## config.mk

```make
export PLATFORM = sky130hd
export DESIGN_NAME = pause_sched_top
export DESIGN_NICKNAME = d
export VERILOG_FILES = /design/src/rtl/pause_sched_pkg.sv /design/src/rtl/pause_cfg_regs.sv /design/src/rtl/pause_queue_fsm.sv /design/src/rtl/pause_rr_arb.sv /design/src/rtl/pause_sched_top.sv
export SDC_FILE = /design/constraint.sdc
export NUM_CORES = 1
export LEC_CHECK = 0
export BUFFER_PORTS_ARGS = -buffer_cell sky130_fd_sc_hd__buf_4
export CAP_MARGIN = 20
export CORE_MARGIN = 10
export CORE_UTILIZATION = 50
export CTS_CLUSTER_DIAMETER = 150
export CTS_CLUSTER_SIZE = 30
export DETAILED_ROUTE_END_ITERATION = 10
export PLACE_DENSITY = 0.75
export SLEW_MARGIN = 40
export SYNTH_ARGS = -nofsm -noshare
export SYNTH_HDL_FRONTEND = slang
export SYNTH_SLANG_ARGS = --single-unit
```

## constraint.sdc

```tcl
create_clock -name clk -period 2.29 [get_ports clk]
set_input_delay 0.1145 -clock clk [delete_from_list [all_inputs] [get_ports clk]]
set_output_delay 0.1145 -clock clk [all_outputs]
set_load 0.02 [all_outputs]
```

## src/rtl/pause_sched_pkg.sv

```systemverilog
package pause_sched_pkg;
    typedef enum logic [1:0] {
        Q_IDLE = 2'd0,
        Q_XOFF = 2'd1,
        Q_XON  = 2'd2
    } qstate_e;

    localparam logic [11:0] ADDR_REQ    = 12'h606;
    localparam logic [11:0] ADDR_HOEN   = 12'h607;
    localparam logic [11:0] ADDR_EN     = 12'h608;
    localparam logic [11:0] ADDR_HOVAL0 = 12'h609;
endpackage

```

## src/rtl/pause_cfg_regs.sv

```systemverilog
module pause_cfg_regs
    import pause_sched_pkg::*;
#(
    parameter int NQ     = 4,
    parameter int HW     = 8,
    parameter int HO_RST = 16
) (
    input  logic                   clk,
    input  logic                   rst_n,
    input  logic                   wr_en,
    input  logic [11:0]            addr,
    input  logic [31:0]            wdata,
    output logic [31:0]            rdata,
    output logic [NQ-1:0]          req_bits,
    output logic [NQ-1:0]          hoen_bits,
    output logic [NQ-1:0]          en_bits,
    output logic [NQ-1:0][HW-1:0]  hoval
);
    always_ff @(posedge clk) begin
        if (!rst_n) begin
            req_bits  <= '0;
            hoen_bits <= '1;
            en_bits   <= '0;
            for (int q = 0; q < NQ; q++) hoval[q] <= HW'(HO_RST);
        end else if (wr_en) begin
            if (addr == ADDR_REQ)  req_bits  <= wdata[NQ-1:0];
            if (addr == ADDR_HOEN) hoen_bits <= wdata[NQ-1:0];
            if (addr == ADDR_EN)   en_bits   <= wdata[NQ-1:0];
            for (int q = 0; q < NQ; q++)
                if (addr == ADDR_HOVAL0 + 12'(q)) hoval[q] <= wdata[HW-1:0];
        end
    end

    always_comb begin
        rdata = '0;
        if (addr == ADDR_REQ)  rdata[NQ-1:0] = req_bits;
        if (addr == ADDR_HOEN) rdata[NQ-1:0] = hoen_bits;
        if (addr == ADDR_EN)   rdata[NQ-1:0] = en_bits;
        for (int q = 0; q < NQ; q++)
            if (addr == ADDR_HOVAL0 + 12'(q)) rdata[HW-1:0] = hoval[q];
    end
endmodule

```

## src/rtl/pause_queue_fsm.sv

```systemverilog
module pause_queue_fsm
    import pause_sched_pkg::*;
#(
    parameter int HW = 8
) (
    input  logic          clk,
    input  logic          rst_n,
    input  logic          req,
    input  logic          en,
    input  logic          hoen,
    input  logic [HW-1:0] hoval,
    input  logic          tick,
    input  logic          take,
    input  logic          xoff_done,
    output logic          pend,
    output logic          pend_xoff
);
    qstate_e       state, state_nx;
    logic          req_q;
    logic          armed;
    logic [HW-1:0] timer;
    logic          rise, fall, due;

    assign rise = req & ~req_q;
    assign fall = ~req & req_q;
    assign due  = armed & hoen & req & req_q & (timer == '0);

    // State register
    always_ff @(posedge clk) begin
        if (!rst_n) state <= Q_IDLE;
        else        state <= state_nx;
    end

    // Next state
    always_comb begin
        state_nx = state;
        unique case (state)
            Q_IDLE: begin
                if (!en)              state_nx = Q_IDLE;
                else if (rise || due) state_nx = Q_XOFF;
                else if (fall)        state_nx = Q_XON;
            end
            Q_XOFF: begin
                if (!en)       state_nx = Q_IDLE;
                else if (fall) state_nx = Q_XON;
                else if (take) state_nx = Q_IDLE;
            end
            Q_XON: begin
                if (!en)       state_nx = Q_IDLE;
                else if (rise) state_nx = Q_XOFF;
                else if (take) state_nx = Q_IDLE;
            end
            default: state_nx = Q_IDLE;
        endcase
    end

    // Outputs
    always_comb begin
        pend      = (state != Q_IDLE);
        pend_xoff = (state == Q_XOFF);
    end

    // Edge history, retransmit arming and hold-off timer
    always_ff @(posedge clk) begin
        if (!rst_n) begin
            req_q <= 1'b0;
            armed <= 1'b0;
            timer <= '0;
        end else begin
            req_q <= req;
            if (!en || fall)                    armed <= 1'b0;
            else if (take && state == Q_XOFF)   armed <= 1'b0;
            else if (xoff_done)                 armed <= 1'b1;
            if (xoff_done)                      timer <= hoval;
            else if (tick && timer != '0)       timer <= timer - 1'b1;
        end
    end

    AST_RISE_XOFF: assert property (@(posedge clk) disable iff (!rst_n)
        en && rise |=> state == Q_XOFF);
    AST_FALL_XON: assert property (@(posedge clk) disable iff (!rst_n)
        en && fall |=> state == Q_XON);
    AST_OFF_IDLE: assert property (@(posedge clk) disable iff (!rst_n)
        !en |=> state == Q_IDLE);
    AST_NO_RETX: assert property (@(posedge clk) disable iff (!rst_n)
        state == Q_IDLE && !hoen && !rise |=> state != Q_XOFF);
endmodule

```

## src/rtl/pause_rr_arb.sv

```systemverilog
module pause_rr_arb #(
    parameter int NQ = 4,
    parameter int QW = 2
) (
    input  logic          clk,
    input  logic          rst_n,
    input  logic [NQ-1:0] pend,
    input  logic [NQ-1:0] pend_xoff,
    input  logic          out_ready,
    output logic [NQ-1:0] take,
    output logic [NQ-1:0] xoff_done,
    output logic          out_valid,
    output logic          out_xoff,
    output logic [QW-1:0] out_queue
);
    logic [QW-1:0] ptr;
    logic [QW-1:0] sel;
    logic          found;
    logic          load;

    assign load = !out_valid || out_ready;

    always_comb begin
        int idx;
        found = 1'b0;
        sel   = '0;
        for (int k = NQ - 1; k >= 0; k--) begin
            idx = int'(ptr) + k;
            if (idx >= NQ) idx = idx - NQ;
            if (pend[idx]) begin
                found = 1'b1;
                sel   = QW'(idx);
            end
        end
    end

    always_comb begin
        take      = '0;
        xoff_done = '0;
        if (found && load) take[sel] = 1'b1;
        if (out_valid && out_ready && out_xoff) xoff_done[out_queue] = 1'b1;
    end

    always_ff @(posedge clk) begin
        if (!rst_n) begin
            out_valid <= 1'b0;
            out_xoff  <= 1'b0;
            out_queue <= '0;
            ptr       <= '0;
        end else if (load) begin
            out_valid <= found;
            if (found) begin
                out_xoff  <= pend_xoff[sel];
                out_queue <= sel;
                ptr       <= (int'(sel) == NQ - 1) ? '0 : sel + 1'b1;
            end
        end
    end

    AST_HOLD_STABLE: assert property (@(posedge clk) disable iff (!rst_n)
        out_valid && !out_ready |=> out_valid && $stable(out_xoff) && $stable(out_queue));
    AST_ONE_TAKE: assert property (@(posedge clk) disable iff (!rst_n)
        $onehot0(take));
    AST_TAKE_PENDING: assert property (@(posedge clk) disable iff (!rst_n)
        (take & ~pend) == '0);
endmodule

```

## src/rtl/pause_sched_top.sv

```systemverilog
module pause_sched_top
    import pause_sched_pkg::*;
#(
    parameter int NQ     = 4,
    parameter int HW     = 8,
    parameter int HO_RST = 16,
    localparam int QW    = (NQ > 1) ? $clog2(NQ) : 1
) (
    input  logic          clk,
    input  logic          rst_n,
    input  logic          cfg_wr,
    input  logic [11:0]   cfg_addr,
    input  logic [31:0]   cfg_wdata,
    output logic [31:0]   cfg_rdata,
    input  logic [NQ-1:0] pause_insert,
    input  logic          quanta_tick,
    output logic          pf_valid,
    input  logic          pf_ready,
    output logic          pf_xoff,
    output logic [QW-1:0] pf_queue
);
    logic [NQ-1:0]         req_bits, hoen_bits, en_bits;
    logic [NQ-1:0][HW-1:0] hoval;
    logic [NQ-1:0]         pend, pend_xoff, take, xoff_done;
    logic [NQ-1:0]         req_lvl;

    assign req_lvl = req_bits | pause_insert;

    pause_cfg_regs #(.NQ(NQ), .HW(HW), .HO_RST(HO_RST)) u_regs (
        .clk(clk), .rst_n(rst_n), .wr_en(cfg_wr), .addr(cfg_addr),
        .wdata(cfg_wdata), .rdata(cfg_rdata), .req_bits(req_bits),
        .hoen_bits(hoen_bits), .en_bits(en_bits), .hoval(hoval)
    );

    for (genvar q = 0; q < NQ; q++) begin : g_queue
        pause_queue_fsm #(.HW(HW)) u_q (
            .clk(clk), .rst_n(rst_n), .req(req_lvl[q]), .en(en_bits[q]),
            .hoen(hoen_bits[q]), .hoval(hoval[q]), .tick(quanta_tick),
            .take(take[q]), .xoff_done(xoff_done[q]),
            .pend(pend[q]), .pend_xoff(pend_xoff[q])
        );
    end

    pause_rr_arb #(.NQ(NQ), .QW(QW)) u_arb (
        .clk(clk), .rst_n(rst_n), .pend(pend), .pend_xoff(pend_xoff),
        .out_ready(pf_ready), .take(take), .xoff_done(xoff_done),
        .out_valid(pf_valid), .out_xoff(pf_xoff), .out_queue(pf_queue)
    );
endmodule

```

==> results of run 1 <==
==> per-layer routing <==
layer	up-vias	wire [um]
li1	2386	-
met1	2313	6380
met2	172	7050
met3	37	939
met4	0	454
met5	-	0
==> per-stage QoR <==
| stage | TNS (ns) | total power, mW | hold slack [ns] | util (%) |
|---|---|---|---|---|
| 2_1_floorplan | 0 | 3.24 | 0.240 | - |
| 3_3_place_gp | 0 | 3.47 | 0.361 | 53.9 |
| 3_5_place_dp | 0 | 3.54 | 0.373 | 53.9 |
| 4_1_cts | 0 | 4.84 | 0.00774 | 56.3 |
| 5_1_grt | -0.00756 | 5.13 | 0.0138 | 56.4 |
| 6_report | 0 | 4.83 | 0.0120 | 56.4 |
==> power breakdown <==
group	internal, mW	switching [mW]	total (mW)
clock network	0.635	0.676	1.31
logic	0.678	0.790	1.47
registers	1.89	0.167	2.06
total	3.20	1.63	4.83
==> flip-flops by register name, indices dropped and copies added, names as in the netlist, 4 cells and up <==
| signal | count |
|---|---|
| g_queue.u_q.armed | 4 |
| g_queue.u_q.req_q | 4 |
| g_queue.u_q.state | 8 |
| g_queue.u_q.timer | 32 |
| u_regs.en_bits | 4 |
| u_regs.hoen_bits | 4 |
| u_regs.hoval | 32 |
| u_regs.req_bits | 4 |
==> final cells by class <==
class	count	share of cell area, %
Clock buffer	9	2.04
Inverter	26	1.60
Multi-Input combinational cell	496	51.9
Timing Repair Buffer	59	7.61
Sequential cell	98	32.2
Tap cell	140	2.88
Clock inverter	7	1.77
==> worst max-delay path, stage by stage (launching register included) <==
cell and delay [ns]:
dfxtp_1 0.32, or4_1 0.62, o41ai_4 0.50, a211o_1 0.28
o221ai_1 0.14, a211oi_1 0.28
==> synth_stat cells, drive strengths merged (4+ instances only) <==
library cell	count	area [um^2]
or4	13	105
or2	6	37.5
nand3	26	130
nor2	90	338
nor2b	7	43.8
inv	26	97.6
ha	8	100
o21a	4	30.0
nor4	13	96.3
o21ai	29	145
nand2b	6	37.5
and3	5	31.3
nor3	7	46.3
dfxtp	98	1960
mux2i	36	360
buf	31	239
o2111ai	5	43.8
nand2	38	143
a22oi	6	45.0
and2	4	25.0
a211oi	17	128
xnor2	19	166
nand4	5	31.3
mux2	6	67.6
a21oi	42	210
a31oi	4	25.0
o22ai	15	93.8
xor2	7	61.3
clkbuf	33	125
==> cell usage in the layout, fill, tap and decap left out, types with 4 or more instances in the layout <==
cell,n
o21a_1,4
o22ai_1,15
or4_1,9
and2_1,4
or4_4,4
and3_1,5
mux2i_1,36
buf_4,55
ha_1,8
nand4_1,5
nand3_1,26
mux2_2,6
a22oi_1,6
or2_2,6
a31oi_1,4
a21oi_1,42
o2111ai_1,5
xnor2_1,19
nor2b_1,7
o21ai_0,29
dfxtp_1,98
nor2_1,90
nor4_1,12
clkbuf_8,9
conb_1,24
nand2_1,38
inv_1,25
a211oi_1,17
xor2_1,7
nor3_1,6
nand2b_1,6
==> repair_timing <==
| action | 4_1_cts | 5_1_grt |
|---|---|---|
| endpoints found under the hold margin | 6 | 0 |
| setup endpoints to repair | 0 | 3 |
| hold buffers | 3 | 0 |
| gates resized for setup | 0 | 2 |
==> cells by family (layout without fill, tap and decap cells) <==
group	count (synthesis)	after routing	synth area share, %
AOI/OAI and AO/OA	158	158	19.9
buffers and inverters	90	101	8.42
DFF	98	98	35.8
xor gates and xnor gates	26	26	4.15
adders and majority gates	8	8	1.82
and+or+nand+nor	238	238	22.1
muxes	42	42	7.80
other	1	24	0.0683
==> worst paths after layout <==
check,from,to,slack (ns),cells past startpoint
max,g_queue[3].u_q.state[0],g_queue[2].u_q.state[1],0.08,5
min reg2reg,g_queue[1].u_q.armed,g_queue[1].u_q.armed,0.48,2
min,cfg_wdata[5],u_regs.hoval[5],0.01,3
max reg2reg,g_queue[3].u_q.state[0],g_queue[2].u_q.state[1],0.08,5
==> impl_metrics.py, run 1 <==
metrics = {
    "timing": {
        "fin_ws_ns": 0.0766,
        "skew_ns": 0.0145,
        "setup_viol": 0,
        "maxSlewHeadroom_pct": 58.5,
        "fmax_mhz": 452,
        "tightestPinTransition_ns": 0.616,
        "final-hold-violation-count": 0,
        "min_period_ns": 2.21,
        "period_share_pct": 96.7,
        "slew_viol_final": 0,
    },
    "global_routing": {
        "busiest_layer": "met2",
        "grt_pass1_vias": 4820,
        "grt_use_met1_pct": 22.4,
        "grt_start_max_net_pins": 31,
        "antenna_found_initial": 0,
        "grt.met2_usage_pct": 30.9,
        "grt_util_all_layers_pct": 18.5,
        "grt_pass1_wl_mm": 24.1,
        "overflow": 0,
        "grtUsageMet3_pct": 3.40,
    },
    "final_layout": {
        "area_growth_pct": 10.9,
        "num-fill-cells": 974,
        "drive_gt1_share_pct": 14.5,
        "final_cells": 835,
        "multi_input_area_mm2": 0.00316,
        "fin_area_mm2": 0.00609,
        "antennaDiodeCount": 0,
        "nNetsFinal": 751,
        "regArea_mm2": 0.00196,
    },
    "clock_tree": {
        "numCtsBuffers": 9,
        "clkLatencyLatePin_ns": 0.38,
        "cts_buffer_depth": 2,
        "h-tree-depth": 3,
        "cts.sinks": 98,
        "post_cts_buffers": 0,
        "cts_tree": "built",
        "clkTransAtPathRegs_ns": 0.11,
        "clockRootBuffer": "clkbuf_8",
    },
    "placed_design": {
        "place_congestion": 0.926,
        "place_area_mm2": 0.00582,
        "hpwl_mm": 11.0,
        "post-place-ws_ns": 0.0907,
        "port_buffers": 40,
        "dp.cells": 816,
    },
    "detailed_routing": {
        "routed_wl_mm": 14.8,
        "drtIter0Drc": 474,
        "drc_errors": 0,
        "vias": 4908,
        "wire_per_inst_um": 17.8,
        "ant_nets": 0,
        "vias_per_cell": 5.88,
        "dr.pass1.iters": 5,
    },
    "synth": {
        "synth-seq-cells": 98,
        "synth_seq_area_share_pct": 35.8,
        "synth_ff_type": "dfxtp_1",
        "synth_cell_types": 66,
        "async_flop_share_pct": 0,
        "synth_area_mm2": 0.00549,
        "syn_avg_cell_area_um2": 8.30,
        "yosys_warnings": 0,
        "synthCells": 661,
        "synth_edf_count": 0,
    },
    "floorplan": {
        "num_rows": 38,
        "initial_core_util_pct": 50.8,
        "floorplan.die.height_um": 125,
        "core_area_mm2": 0.0108,
        "die_x_um": 125,
        "die_area_mm2": 0.0156,
        "ioPinCount": 89,
    },
    "critical_path": {
        "arrival_ns": 2.51,
        "crit_type": "reg2reg",
        "end_kind": "flip-flop",
        "setup.worst_path.start_class": "flip-flop",
        "worstPathMaxFanout": 6,
        "critPathRequiredTime_ns": 2.58,
    },
    "flow_run": {
        "drv_cap": 0,
    },
    "power": {
        "irDropWorstVdd_mv": 0.427,
        "leakage_nw": 2.42,
        "power_density_mw_per_mm2": 794,
    },
    "hold_path": {
        "hp-class": "in2reg",
    },
    "run_status": {
        "outcome": "completed",
    },
}
Power figures use the tool's default switching activity.
==> run 2: changes to the inputs <==
--- a/config.mk
+++ b/config.mk
@@ -5,6 +5,7 @@
 export SDC_FILE = /design/constraint.sdc
 export NUM_CORES = 1
 export LEC_CHECK = 0
+export ABC_AREA = 1
 export BUFFER_PORTS_ARGS = -buffer_cell sky130_fd_sc_hd__buf_4
 export CAP_MARGIN = 20
 export CORE_MARGIN = 10
==> run 2 against run 1 <==
  * Wire length is 4.3% lower
  * Clock-buffer cell count is 1 higher
  * Register-to-register slack better by 0.35 ns
  * Total power is 35% higher
  * Clock power is 3% higher
  * Sequential share of layout area is 0.63 points lower
  * Synthesized cell count is 22% higher
  * Clock skew is 0.0055 ns lower
  * Combinational power is 97% higher
  * Critical path depth is 5 higher
  * Largest cell class unchanged
  * Highest routed layer unchanged
==> impl_metrics.py, run 2 <==
metrics = {
    "critical_path": {
        "path_cells": "buf_4, nor2_1, nand3_1, nor2_4, and3_1, inv_2, o21ai_0, a211oi_1, a21oi_1, buf_4",
        "slowest_delay_ns": 0.41,
        "cpMostUsedCell": "buf_4",
        "arrival_ns": 1.78,
        "worstPathMaxFanout": 10,
        "cp_slowest_cell": "and3_1",
        "setup.worst_path.start_class": "primary input",
        "r2r_cells": 10,
        "reg2reg_to": "g_queue[1].u_q.state[1]",
        "r2r_setup_slack_ns": 0.43,
        "crit-reg2reg-launch": "u_arb.ptr[0]",
        "crit_type": "in2out",
        "end_kind": "output port",
        "critPathRequiredTime_ns": 2.18,
    },
    "final_layout": {
        "layout_commonest_cell": "nand2_1",
        "area_growth_pct": 10.9,
        "num-fill-cells": 1061,
        "antennaDiodeCount": 0,
        "drive_gt1_share_pct": 14.0,
        "final_cell_mix": "158 x nand2_1, 104 x inv_1, 98 x dfxtp_1",
        "nNetsFinal": 911,
        "reg_top3": "g_queue.u_q.timer: 32 flops, u_regs.hoval: 32 flops, g_queue.u_q.state: 8 flops",
    },
    "floorplan": {
        "ioPinCount": 89,
        "core_area_mm2": 0.0109,
        "die_area_mm2": 0.0158,
        "num_rows": 38,
        "die_x_um": 126,
        "initial_core_util_pct": 51.4,
        "floorplan.die.height_um": 126,
    },
    "clock_tree": {
        "clkTransAtPathRegs_ns": 0.10,
        "cts_buffer_depth": 2,
        "h-tree-depth": 3,
        "cts.sinks": 98,
        "clkLatencyLatePin_ns": 0.37,
        "cts-resized-gates": 0,
        "numCtsBuffers": 9,
        "clockRootBuffer": "clkbuf_8",
        "cts_tree": "built",
        "post_cts_buffers": 0,
    },
    "placed_design": {
        "hpwl_mm": 10.9,
        "post-place-ws_ns": 0.409,
        "port_buffers": 40,
        "place_congestion": 0.888,
    },
    "detailed_routing": {
        "dr.pass1.iters": 5,
        "drtIter0Drc": 457,
        "drc_errors": 0,
        "vias_per_cell": 5.27,
        "vias": 5239,
        "routed_wl_mm": 14.2,
        "wire_per_inst_um": 14.3,
        "ant_nets": 0,
    },
    "timing": {
        "maxSlewHeadroom_pct": 48.3,
        "setup_viol": 0,
        "fmax_mhz": 529,
        "grt_setup_unrepaired": "no",
        "fin_ws_ns": 0.400,
        "min_period_ns": 1.89,
        "slew_viol_final": 0,
        "final.setup.tns_ns": 0,
        "skew_ns": 0.00898,
        "tightestPinTransition_ns": 0.774,
        "period_share_pct": 82.5,
        "final-hold-violation-count": 0,
    },
    "global_routing": {
        "grt_start_max_net_pins": 51,
        "antenna_found_initial": 0,
        "grt_util_all_layers_pct": 17.8,
        "grt_pass1_wl_mm": 23.8,
        "overflow": 0,
        "grt_pass1_vias": 4891,
    },
    "synth": {
        "yosys_warnings": 0,
        "synth_compound_area_share_pct": 19.3,
        "yosysTopAreaCellShare_pct": 35.0,
        "yosys-top-cells-area": "dfxtp_1 35%, nand2_1 11%, inv_1 7.0%, a21oi_1 5.5%, nor2_1 5.4%",
        "syn_avg_cell_area_um2": 6.94,
        "synth_seq_area_share_pct": 35.0,
        "yosys-top-cells-count": "158 x nand2_1, 104 x inv_1, 98 x dfxtp_1",
        "synth_top_family_by_area": "simple AND/OR/NAND/NOR gates",
        "synth-seq-cells": 98,
        "synth_top_cell_by_area": "dfxtp_1",
        "synth-xor-area-share_pct": 2.82,
        "synthCells": 807,
        "synth_ff_type": "dfxtp_1",
        "yosys.area_share.simple_pct": 28.8,
        "synth_fa_ha_area_share_pct": 1.79,
        "muxShareOfSynthArea_pct": 0,
        "yosysMostFrequentCell": "nand2_1",
        "synth_edf_count": 0,
        "async_flop_share_pct": 0,
        "synth_area_mm2": 0.00560,
        "synth_cell_types": 45,
    },
    "power": {
        "power_density_mw_per_mm2": 1050,
        "leakage_nw": 2.61,
        "irDropWorstVdd_mv": 0.452,
    },
    "run_status": {
        "outcome": "completed",
    },
    "hold_path": {
        "worstHoldStart": "pause_insert[2]",
        "hp-class": "in2reg",
        "hold_end": "g_queue[2].u_q.req_q",
        "holdPathStages": 3,
    },
    "flow_run": {
        "drv_cap": 0,
    },
}
-- run 2: final cells by class --
type | count | area (um^2) | area share [%]
Clock buffer | 10 | 128 | 2.06
Clock inverter | 6 | 114 | 1.83
Inverter | 116 | 435 | 7.01
Multi-Input combinational cell | 579 | 3050 | 49.1
Sequential cell | 98 | 1960 | 31.6
Tap cell | 140 | 175 | 2.82
Timing Repair Buffer | 46 | 348 | 5.60
-- run 2: metrics by stage --
| stage | power (mW) | instance area, um^2 | cells | hold WS, ns | utilization (%) |
|---|---|---|---|---|---|
| after floorplan | 4.64 | 5690 | 830 | 0.249 | - |
| final | 6.53 | 6210 | 995 | 0.0111 | 57.0 |
| after CTS | 6.55 | 6210 | 995 | 0.00308 | 57.0 |
| after global routing | 7.10 | 6210 | 995 | 0.0120 | 57.0 |
| after detailed placement | 5.19 | 5960 | 978 | 0.352 | 54.7 |
| after global placement | 5.13 | 5960 | 978 | 0.349 | 54.7 |
-- run 2: logic make-up after synthesis --
| family | Yosys count |
|---|---|
| XOR/XNOR | 18 |
| AO/OA/AOI/OAI | 184 |
| AND/OR/NAND/NOR | 345 |
| adder cells (fa/ha/maj) | 8 |
| buffers and inverters | 153 |
| flip-flops | 98 |
| other | 1 |
-- run 2: worst max-delay path by stage --
stage / from / end / slack [ns] / depth (start not counted)
finish: cfg_addr[8] / cfg_rdata[7] / 0.40 / 10
global route: u_arb.ptr[0] / u_arb.out_xoff / 0.17 / 15
CTS: cfg_addr[8] / cfg_rdata[5] / 0.41 / 10
detailed placement: cfg_addr[8] / cfg_rdata[5] / 0.41 / 10
global placement: cfg_addr[8] / cfg_rdata[5] / 0.40 / 10
floorplan: u_arb.out_queue[0] / g_queue[1].u_q.timer[5] / 0.64 / 9
-- run 2: report_power, final --
group          total (mW)  switching (mW)  internal, mW
combinational        2.90            1.79          1.11
sequential           2.27           0.289          1.98
clock                1.35           0.622         0.730
-- run 2: worst max-delay path, delay by kind of cell --
family | cells | cell delay [ns]
AND/OR/NAND/NOR | 4 | 0.78
buffers and inverters | 3 | 0.47
AO/OA/AOI/OAI | 3 | 0.40
-- run 2: layer usage --
metal | vias up | part of all wire (%) | wire (um) | track usage, %
li1 | 2704 | - | - | -
met1 | 2393 | 47 | 6670 | 23.5
met2 | 127 | 46 | 6470 | 28.8
met3 | 15 | 6.1 | 867 | 3.69
met4 | 0 | 1.3 | 183 | 4.82
met5 | - | 0 | 0 | 0
-- run 2: timing repair --
| item | in CTS | in global routing |
|---|---|---|
| setup endpoints to repair | 0 | 0 |
| endpoints found under the hold margin | 1 | 0 |
| hold buffers | 1 | 0 |
==> run 3: changes to the inputs <==
==> constraint.sdc (replaced) <==
create_clock -name clk -period 1.7 [get_ports clk]
set_input_delay 0.085 -clock clk [delete_from_list [all_inputs] [get_ports clk]]
set_output_delay 0.085 -clock clk [all_outputs]
set_load 0.02 [all_outputs]
==> run 3 against run 2 <==
  * The flow now finishes with violations (setup timing)
  * Via count up 10%
  * Wire length rose by 16%
  * Clock skew about the same
==> impl_metrics.py, run 3 (synthesis results as in run 2) <==
metrics = {
    "timing": {
        "finalHoldWorstSlack_ns": 0.0186,
        "fin_ws_ns": -0.00327,
        "setup_viol": 1,
        "maxSlewHeadroom_pct": 60.0,
        "slew_viol_final": 0,
        "skew_ns": 0.00857,
        "fmax_mhz": 587,
        "period_share_pct": 100,
        "grt_setup_unrepaired": "yes",
        "final-hold-violation-count": 0,
        "min_period_ns": 1.70,
        "tightestPinTransition_ns": 0.598,
        "final.setup.tns_ns": -0.00327,
    },
    "final_layout": {
        "final_cell_mix": "140 x nand2_1, 100 x buf_4, 96 x inv_1",
        "antennaDiodeCount": 0,
        "layout_commonest_cell": "nand2_1",
        "final_cells": 1062,
        "reg_top3": "g_queue.u_q.timer: 32 flops, u_regs.hoval: 32 flops, g_queue.u_q.state: 8 flops",
        "fin_area_mm2": 0.00713,
        "fin_util_pct": 65.5,
        "drive_gt1_share_pct": 28.9,
        "area_growth_pct": 27.4,
        "num-fill-cells": 937,
        "nNetsFinal": 978,
    },
    "floorplan": {
        "die_x_um": 126,
        "floorplan.die.height_um": 126,
        "die_area_mm2": 0.0158,
        "initial_core_util_pct": 51.4,
        "core_area_mm2": 0.0109,
        "ioPinCount": 89,
        "num_rows": 38,
    },
    "detailed_routing": {
        "vias_per_cell": 5.44,
        "drtIter0Drc": 632,
        "vias": 5775,
        "routed_wl_mm": 16.5,
        "dr.pass1.iters": 5,
        "drc_errors": 0,
        "wire_per_inst_um": 15.5,
        "ant_nets": 0,
    },
    "clock_tree": {
        "h-tree-depth": 3,
        "clockRootBuffer": "clkbuf_8",
        "cts_buffer_depth": 2,
        "clkLatencyLatePin_ns": 0.39,
        "clkTransAtPathRegs_ns": 0.10,
        "cts_tree": "built",
        "cts.sinks": 98,
        "numCtsBuffers": 9,
    },
    "critical_path": {
        "worstPathMaxFanout": 7,
        "end_kind": "flip-flop",
        "setup.worst_path.start_class": "flip-flop",
        "critPathRequiredTime_ns": 1.98,
        "path_cells": "buf_6, nand2_4, nand3_2, nand2_4, nand3_1, nand3_2, nand2_4, nor2_4, nand2_2, nand2_1, nand2_1, nand2_1, a21oi_2",
        "cp_slowest_cell": "dfxtp_4",
        "arrival_ns": 1.98,
        "crit_type": "reg2reg",
        "slowest_delay_ns": 0.38,
    },
    "placed_design": {
        "port_buffers": 40,
        "post-place-ws_ns": -0.0476,
        "place_area_mm2": 0.00627,
        "dp.cells": 1018,
        "place_congestion": 0.897,
        "hpwl_mm": 11.5,
    },
    "global_routing": {
        "grt.met2_usage_pct": 30.5,
        "grt_util_all_layers_pct": 18.5,
        "grt_use_met1_pct": 23.5,
        "antenna_found_initial": 0,
        "grt_pass1_vias": 5199,
        "busiest_layer": "met2",
        "grt_pass1_wl_mm": 24.7,
        "grt_start_max_net_pins": 51,
        "grtUsageMet3_pct": 4.19,
        "overflow": 0,
    },
    "run_status": {
        "outcome": "finished with violations",
        "violations": "setup timing",
    },
    "power": {
        "irDropWorstVdd_mv": 0.897,
        "leakage_nw": 3.00,
        "power.total_mw": 9.93,
        "power_density_mw_per_mm2": 1390,
    },
    "flow_run": {
        "drv_cap": 0,
    },
    "hold_path": {
        "hp-class": "in2reg",
    },
}
[run 3: cell count changes in the layout (fill, tap and decap cells not counted), sizes merged]
cell / previous run / this run
inv: 117 / 116
dlygate4sd3: 1 / 6
clkbuf: 10 / 15
bufinv: 3 / 0
clkinvlp: 2 / 1
buf: 45 / 107
[run 3: timing repair]
item | CTS | global route
hold buffers | 6 | 0
buffers inserted | 0 | 22
pin swaps | 0 | 50
resized for setup | 9 | 119
setup endpoints to repair | 10 | 48
hold endpoints to repair | 6 | 0
[run 3: report_power, final]
group / internal (mW) / switching, mW
logic: 2.30 / 3.08
registers: 2.69 / 0.382
clock network: 0.656 / 0.817
[run 3: per-layer routing]
layer	wire (um)	vias to the layer above	share of wire, %
met5	0	-	0
met4	391	0	2.4
met3	1090	36	6.6
met2	8030	220	49
met1	7000	2681	42
li1	-	2838	-
[run 3: worst paths after layout]
kind	start	endpoint	slack (ns)	cells past startpoint
worst max register to register	u_arb.ptr[0]	g_queue[2].u_q.state[1]	-0.003	13
worst min register to register	u_regs.hoval[19]	u_regs.hoval[19]	0.48	2
worst max-delay path	u_arb.ptr[0]	g_queue[2].u_q.state[1]	-0.003	13
worst min-delay path	cfg_wdata[2]	u_regs.hoval[18]	0.02	3
[run 3: layout make-up]
| cell class | instances | area [um^2] | share of cell area (%) |
|---|---|---|---|
| flip-flops and latches | 98 | 1990 | 27.9 |
| clock buffers | 15 | 176 | 2.47 |
| inverters | 116 | 445 | 6.25 |
| well taps | 140 | 175 | 2.46 |
| multi-input cells | 579 | 3440 | 48.2 |
| repair buffers | 113 | 898 | 12.6 |
| clock inverters | 1 | 7.51 | 0.105 |
[run 3: worst max-delay path, delay by kind of cell, from the launching register on]
family / cells / cell delay [ns]
simple gates: 11 / 1.04
buf+inv: 1 / 0.13
flops: 1 / 0.38
compound gates: 1 / 0.05
